$ cat src/rtl/fsk_ser_pkg.sv
package fsk_ser_pkg;

    localparam int DATA_W    = 8;
    localparam int FRAME_MAX = DATA_W + 2;
    localparam int LEN_W     = $clog2(FRAME_MAX + 1);

    typedef enum logic {
        MODE_SYNC  = 1'b0,
        MODE_ASYNC = 1'b1
    } tx_mode_e;

    // A frame is held lsb-first: bit 0 is the first bit on the line.
    typedef struct packed {
        logic [FRAME_MAX-1:0] bits;
        logic [LEN_W-1:0]     len;
    } frame_t;

    function automatic frame_t build_frame(logic [DATA_W-1:0] data, tx_mode_e mode);
        frame_t f;
        if (mode == MODE_ASYNC) begin
            f.bits = {1'b1, data, 1'b0};
            f.len  = LEN_W'(FRAME_MAX);
        end else begin
            f.bits = {2'b11, data};
            f.len  = LEN_W'(DATA_W);
        end
        return f;
    endfunction

endpackage

$ cat src/rtl/fsk_bit_timer.sv
module fsk_bit_timer #(
    parameter int DIV = 16
) (
    input  logic clk,
    input  logic rst,
    output logic tick
);
    localparam int CNT_W = (DIV > 1) ? $clog2(DIV) : 1;
    localparam logic [CNT_W-1:0] LAST = CNT_W'(DIV - 1);

    logic [CNT_W-1:0] cnt;

    always_ff @(posedge clk) begin
        if (rst) begin
            cnt <= '0;
        end else if (cnt == LAST) begin
            cnt <= '0;
        end else begin
            cnt <= cnt + 1'b1;
        end
    end

    assign tick = (cnt == LAST);
endmodule

$ cat src/rtl/fsk_tx_hold.sv
module fsk_tx_hold
    import fsk_ser_pkg::*;
(
    input  logic              clk,
    input  logic              rst,
    input  logic              wr_en,
    input  logic [DATA_W-1:0] wr_data,
    input  logic              take,
    output logic              full,
    output logic [DATA_W-1:0] data
);
    // A write in the same cycle as a take wins: the old byte leaves, the new one stays.
    always_ff @(posedge clk) begin
        if (rst) begin
            full <= 1'b0;
            data <= '0;
        end else if (wr_en) begin
            full <= 1'b1;
            data <= wr_data;
        end else if (take) begin
            full <= 1'b0;
        end
    end
endmodule

$ cat src/rtl/fsk_tx_shifter.sv
module fsk_tx_shifter
    import fsk_ser_pkg::*;
(
    input  logic              clk,
    input  logic              rst,
    input  logic              tick,
    input  logic              hold_full,
    input  logic [DATA_W-1:0] hold_data,
    input  tx_mode_e          mode,
    output logic              take,
    output logic              ser_bit,
    output logic              bit_strobe,
    output logic              underrun
);
    logic [FRAME_MAX-1:0] shreg;
    logic [LEN_W-1:0]     remain;
    frame_t               next_frame;

    assign next_frame = build_frame(hold_data, mode);
    assign take       = tick && (remain == '0) && hold_full;

    always_ff @(posedge clk) begin
        if (rst) begin
            shreg      <= '0;
            remain     <= '0;
            ser_bit    <= 1'b1;
            bit_strobe <= 1'b0;
            underrun   <= 1'b0;
        end else begin
            bit_strobe <= tick;
            if (tick) begin
                if (remain != '0) begin
                    ser_bit <= shreg[0];
                    shreg   <= shreg >> 1;
                    remain  <= remain - 1'b1;
                end else if (hold_full) begin
                    ser_bit  <= next_frame.bits[0];
                    shreg    <= next_frame.bits >> 1;
                    remain   <= next_frame.len - 1'b1;
                    underrun <= 1'b0;
                end else begin
                    ser_bit  <= 1'b1;
                    underrun <= (mode == MODE_SYNC);
                end
            end
        end
    end
endmodule

$ cat src/rtl/fsk_tx_serializer.sv
module fsk_tx_serializer
    import fsk_ser_pkg::*;
#(
    parameter int CLK_DIV = 16
) (
    input  logic              clk,
    input  logic              rst,
    input  logic              wr_en,
    input  logic [DATA_W-1:0] wr_data,
    input  logic              async_mode,
    output logic              ser_bit,
    output logic              bit_strobe,
    output logic              tx_ready,
    output logic              underrun
);
    logic              tick;
    logic              take;
    logic              hold_full;
    logic [DATA_W-1:0] hold_data;
    tx_mode_e          mode;

    assign mode     = async_mode ? MODE_ASYNC : MODE_SYNC;
    assign tx_ready = ~hold_full;

    fsk_bit_timer #(.DIV(CLK_DIV)) i_timer (
        .clk  (clk),
        .rst  (rst),
        .tick (tick)
    );

    fsk_tx_hold i_hold (
        .clk     (clk),
        .rst     (rst),
        .wr_en   (wr_en),
        .wr_data (wr_data),
        .take    (take),
        .full    (hold_full),
        .data    (hold_data)
    );

    fsk_tx_shifter i_shift (
        .clk        (clk),
        .rst        (rst),
        .tick       (tick),
        .hold_full  (hold_full),
        .hold_data  (hold_data),
        .mode       (mode),
        .take       (take),
        .ser_bit    (ser_bit),
        .bit_strobe (bit_strobe),
        .underrun   (underrun)
    );
endmodule

$ cat config.mk
export PLATFORM = sky130hd
export DESIGN_NAME = fsk_tx_serializer
export DESIGN_NICKNAME = d
export VERILOG_FILES = /design/src/rtl/fsk_ser_pkg.sv /design/src/rtl/fsk_bit_timer.sv /design/src/rtl/fsk_tx_hold.sv /design/src/rtl/fsk_tx_shifter.sv /design/src/rtl/fsk_tx_serializer.sv
export SDC_FILE = /design/constraint.sdc
export NUM_CORES = 1
export LEC_CHECK = 0
export BUFFER_PORTS_ARGS = -buffer_cell sky130_fd_sc_hd__buf_2
export CORE_MARGIN = 2
export CORE_UTILIZATION = 56
export DETAILED_ROUTE_END_ITERATION = 6
export GPL_TIMING_DRIVEN = 0
export HOLD_SLACK_MARGIN = 0.03
export PLACE_DENSITY = 0.83
export SKIP_LAST_GASP = 1
export SYNTH_ARGS = -nofsm -noshare
export SYNTH_HDL_FRONTEND = slang
export SYNTH_SLANG_ARGS = --single-unit
$ cat constraint.sdc
create_clock -name clk -period 1.9 [get_ports clk]
set_clock_uncertainty 0.05 [all_clocks]
set_input_delay 0.19 -clock clk [delete_from_list [all_inputs] [get_ports clk]]
set_output_delay 0.19 -clock clk [all_outputs]
set_load 0.03 [all_outputs]
* Word-level counts from Yosys, hierarchy flattened
Cells that the tools add are included. Widths: inputs -> output; s select.
Cells by class: eq/ne operators 1, $lt $le $gt $ge 0, div/mod/pow operators 0, add/sub/neg operators 3, reduce and logical (&&, ||, !) cells 9, shift-type cells 0, bitwise gates (word level) 3, multipliers 0, muxes and demuxes 11
Operator list (number):
- $mux 10 | 2
- $mux 13 | 1
- $mux 4 | 2
- $sub 4x1->4 const B | 2
- $mux 1 | 6
- $add 4x1->4 const B | 1
- $eq 4x4->1 const B | 1
- $logic_not 4->1 | 1
- $reduce_and 2->1 | 2
- $reduce_bool 2->1 | 2
- $reduce_bool 4->1 | 1
- $not 1->1 | 3
- $logic_and 1x1->1 | 2
- $reduce_or 2->1 | 1
Word-level totals: memories kept 0, latch bits 0, word-level logic and storage cells 35, flip-flop bits (word level) 30, memory bits (writable) 0, bits in read-only memories 0

* Longest topological paths before layout
word-level depth 5, gate-level depth with buffers 5

* Modules after synthesis
A second synthesis with hierarchy kept.
Unflattened totals: cells, all modules 152, area total of the unflattened synthesis 1372.6 µm²
By module, submodules not included:
- fsk_tx_shifter | seq. area each 320.3 µm², cells each 106, area an instance 880.8 µm², times used 1
- fsk_tx_hold | seq. area each 180.2 µm², cells each 30, area an instance 321.6 µm², times used 1
- fsk_bit_timer | seq. area each 80.1 µm², cells each 15, area an instance 166.4 µm², times used 1
- fsk_tx_serializer | seq. area each 0.0 µm², cells each 1, area an instance 3.8 µm², times used 1

* Least setup slack after synthesis
Ideal clock, no wire load.
path type reg-to-reg, start register i_timer.cnt[0], end register i_shift.shreg[0], arrival 1.403 ns, stages on the path, launching flop included 6, setup time 0.141 ns, setup slack 0.305 ns, required time 1.709 ns, period minus slack after synthesis 1.595 ns, path through dfxtp_1 -> ha_1 -> and3_1 -> clkbuf_1 -> buf_1 -> o221ai_1
Between the ends: cells in the longest elaborated chain, start to end 2
RTL lines:
- from (decl) | line fsk_bit_timer.sv:11 | logic [CNT_W-1:0] cnt;
- from (signal assigned) | line fsk_bit_timer.sv:19 | cnt <= cnt + 1'b1;
- $eq 4x4->1 | line fsk_bit_timer.sv:23 | assign tick = (cnt == LAST);
- $reduce_and 2->1 (no source line)
- to (signal assigned) | line fsk_tx_shifter.sv:34 | shreg <= shreg >> 1;
- to (signal assigned) | line fsk_tx_shifter.sv:38 | shreg <= next_frame.bits >> 1;
- to (decl) | line fsk_tx_shifter.sv:15 | logic [FRAME_MAX-1:0] shreg;
Every way passes these cells. A chain may end at the register's enable or synchronous reset.

* Final worst setup path
start register i_timer.cnt[0], end register i_shift.underrun
Between the ends: cells in the longest elaborated chain, start to end 2
RTL lines:
- $eq 4x4->1 | line fsk_bit_timer.sv:23
- $reduce_and 2->1 (no source line)
- to (signal assigned) | line fsk_tx_shifter.sv:43 | underrun <= (mode == MODE_SYNC);
- to (decl) | line fsk_tx_shifter.sv:13 | output logic underrun
Every way passes these cells.

==> flow_metrics.tcl <==
set metrics [dict create \
    status "completed" \
    grt_pass1_vias 1047 \
    path_class "register to register" \
    die_w_um 53.3 \
    fin_area_mm2 0.00153 \
    finalCritPeriodShare_pct 90.8 \
    start_util_pct 60.4 \
    end_kind "register" \
    synth_edf_count 0 \
    rsz0062_at_grt "no" \
    drt-total-wl_um 2800 \
    clk_path_buf_depth 2 \
    coreArea_mm2 0.00225 \
    numCtsBuffers 5 \
    antenna_found_initial 0 \
    place_hpwl_um 1960 \
    fmax_mhz 579 \
    syn_nets 156 \
    numClockSinks 29 \
    muxShareOfSynthArea_pct 17.5 \
    fin_ws_ns 0.174 \
    clockRootBuffer "clkbuf_4" \
    nets 177 \
    placed_cell_area_mm2 0.00147 \
    synth-simple-area-share_pct 18.2 \
    grt_max_degree 11 \
    fin_cells 192 \
    cts_setup_buffers 0 \
    cp_max_fo 6 \
    drtPass1Iterations 4 \
    cts_tree "built" \
    netSwitchingFraction_pct 24.3 \
    detail-route-antenna-nets 0 \
    power_frac_seq_pct 58.9 \
    cpMaxStageDelayCell "or4_1" \
    pin_count 16 \
    critPathMaxStageDelay_ns 0.54 \
    routedWlPerCell_um 14.6 \
    yosys_warnings 0 \
    grt.overflow.total 0 \
    r2r_cells 4 \
    ff2ff_setup_slack_ns 0.17 \
    drc_errors 0 \
    synthArstFlopShare_pct 0 \
    drt_iter0_drc 21 \
    synth_cell_types 39 \
    p_switching_uw 264 \
    synth_compound_area_share_pct 14.7 \
    synth_top_family_by_area "simple AND/OR/NAND/NOR gates" \
    pwr-share-comb_pct 9.2 \
    finalMaxSlewViolations 0 \
    port_buffers 14 \
    hold_violations 0 \
    dp.cells 184 \
    synthesis.area_mm2 0.00136 \
    htree_num_levels 2 \
    peakVddDrop_uv 498 \
    cap_violations 0 \
    place_ws_ns -0.00367 \
    fp.dieH_um 53.3 \
    synth_xor_area_share_pct 0.643 \
    hold_path.class "input port to register" \
    syn_to_final_growth_pct 12.1 \
    diodes 0 \
    gp_congestion 0.797 \
    slew_headroom_pct 57.9 \
    p_int_uw 821 \
    avgSynthCellArea_um2 9.60 \
    row_count 17 \
    cp_top_family "simple AND/OR/NAND/NOR gates" \
    yosysSeqAreaShare_pct 42.6 \
    setup_viol 0 \
    worst_pin_slew_ns 0.632 \
    drive_above_1_share_pct 21.3 \
    fin_crit_ns 1.73 \
    dieArea_mm2 0.00284 \
    whs_path_depth 3 \
    p_leak_uw 0.000654 \
    track_usage_pct 23.1 \
    p_clk_share_pct 31.9 \
    cellPowerDensity_mw_per_mm2 711 \
    start_kind "register" \
    clkSlewWorstSetupHoldPaths_ns 0.09 \
    cp.required_ns 2.10 \
    grt_pass1_wl_um 4650 \
    vias_per_cell 5.74 \
    cp_num_cells 4 \
    worstPathBufferInverterCount 0 \
    whs_ns 0.0510 \
    synth_ff_type "dfxtp_1" \
    fillers 194 \
    postSynthCellCount 142 \
    num_vias 1103 \
    synth-adder-area-share_pct 1.84 \
    clk_latency_ns 0.32 \
    ys_seq_elements 29 \
    worstPathArrival_ns 1.92 \
    crit_chain "ha_1 -> nand3_1 -> or4_1 -> a21oi_1" \
]
[layout by cell type (no fill, tap or decap), types with 3 or more instances in the layout]
cell type	count
dfxtp_1	29
buf_2	16
mux2i_1	16
a21oi_1	10
nor2_1	10
clkbuf_1	9
nand2b_1	8
mux2_2	7
o221ai_1	7
inv_1	5
clkbuf_4	5
nor3_1	4
or3_1	4
o21ai_0	3
or3_2	3
[cell families after synthesis]
logic type / after synthesis
flops: 29
fa+ha+maj: 2
xor+xnor: 1
mux: 23
buf+inv: 15
compound gates: 30
simple gates: 42
[tightest hold or removal path, stage by stage]
cell     delay, ns
buf_2         0.08
mux2i_1       0.06
nor2_1        0.07
[power groups by stage]
| stage | clock network (uW) | registers, uW | logic [uW] |
|---|---|---|---|
| after global routing | 390 | 642 | 111 |
| final | 346 | 640 | 99.6 |
| after global placement | 0 | 652 | 94.2 |
| after detailed placement | 0 | 654 | 98.1 |
| after CTS | 356 | 639 | 98.6 |
| after floorplan | 0 | 649 | 71.6 |
[final timing paths]
check / startpoint / to
hold reg to reg: i_shift.ser_bit$_SDFFE_PP1P_ / i_shift.ser_bit$_SDFFE_PP1P_
setup reg to reg: i_timer.cnt[0]$_SDFF_PP0_ / i_shift.underrun$_SDFFE_PP0P_
setup / recovery: i_timer.cnt[0]$_SDFF_PP0_ / i_shift.underrun$_SDFFE_PP0P_
hold / removal: wr_data[5] / i_hold.data[5]$_SDFFE_PP0P_
[final cells by class]
type | count | area [um^2] | share of cell area, %
tap | 28 | 35.0 | 2.29
sequential | 29 | 581 | 38.0
multi-input combinational | 98 | 724 | 47.4
buffer | 9 | 40.0 | 2.62
inverter | 5 | 18.8 | 1.23
timing repair buffer | 15 | 80.1 | 5.24
clock buffer | 8 | 48.8 | 3.19
[stage by stage]
| stage | power [uW] | utilization [%] | TNS [ns] |
|---|---|---|---|
| after floorplan | 721 | - | 0 |
| after global placement | 746 | 65.1 | 0 |
| after detailed placement | 752 | 65.1 | -0.00367 |
| after CTS | 1090 | 67.3 | 0 |
| after global routing | 1140 | 67.8 | 0 |
| final | 1090 | 67.8 | 0 |
[routing by layer]
metal / wire length (um) / track usage [%]
met5: 0 / 0
met2: 1390 / 37.2
met1: 1250 / 28.0
met3: 133 / 5.93
met4: 35 / 12.0
[state kept, by name, summed over array words and instances, names as in the netlist]
register and cells:
i_timer.cnt 4, i_shift.ser_bit 1, i_shift.remain 4, i_shift.underrun 1, i_hold.full 1, i_shift.shreg 9
i_hold.data 8, i_shift.bit_strobe 1
[Yosys cell counts (2+ instances only)]
| master | instances | area share [%] |
|---|---|---|
| nand2_1 | 2 | 0.55 |
| o21ai_0 | 3 | 1.1 |
| clkbuf_1 | 7 | 1.9 |
| mux2i_1 | 16 | 12 |
| nor3_1 | 4 | 1.5 |
| dfxtp_1 | 29 | 43 |
| nor2_1 | 10 | 2.8 |
| a211oi_1 | 2 | 1.1 |
| or3_2 | 3 | 1.7 |
| a21oi_1 | 10 | 3.7 |
| o221ai_1 | 7 | 4.5 |
| ha_1 | 2 | 1.8 |
| nand2b_1 | 8 | 3.7 |
| inv_1 | 5 | 1.4 |
| or3_1 | 4 | 1.8 |
| mux2_2 | 7 | 5.8 |
[repair_timing]
| item | CTS | global route |
|---|---|---|
| endpoints found under the hold margin | 0 | 1 |
| gates resized for setup | 1 | 1 |
| hold buffers | 0 | 1 |
| setup endpoints to repair | 5 | 8 |
(Power assumes the default switching activity.)
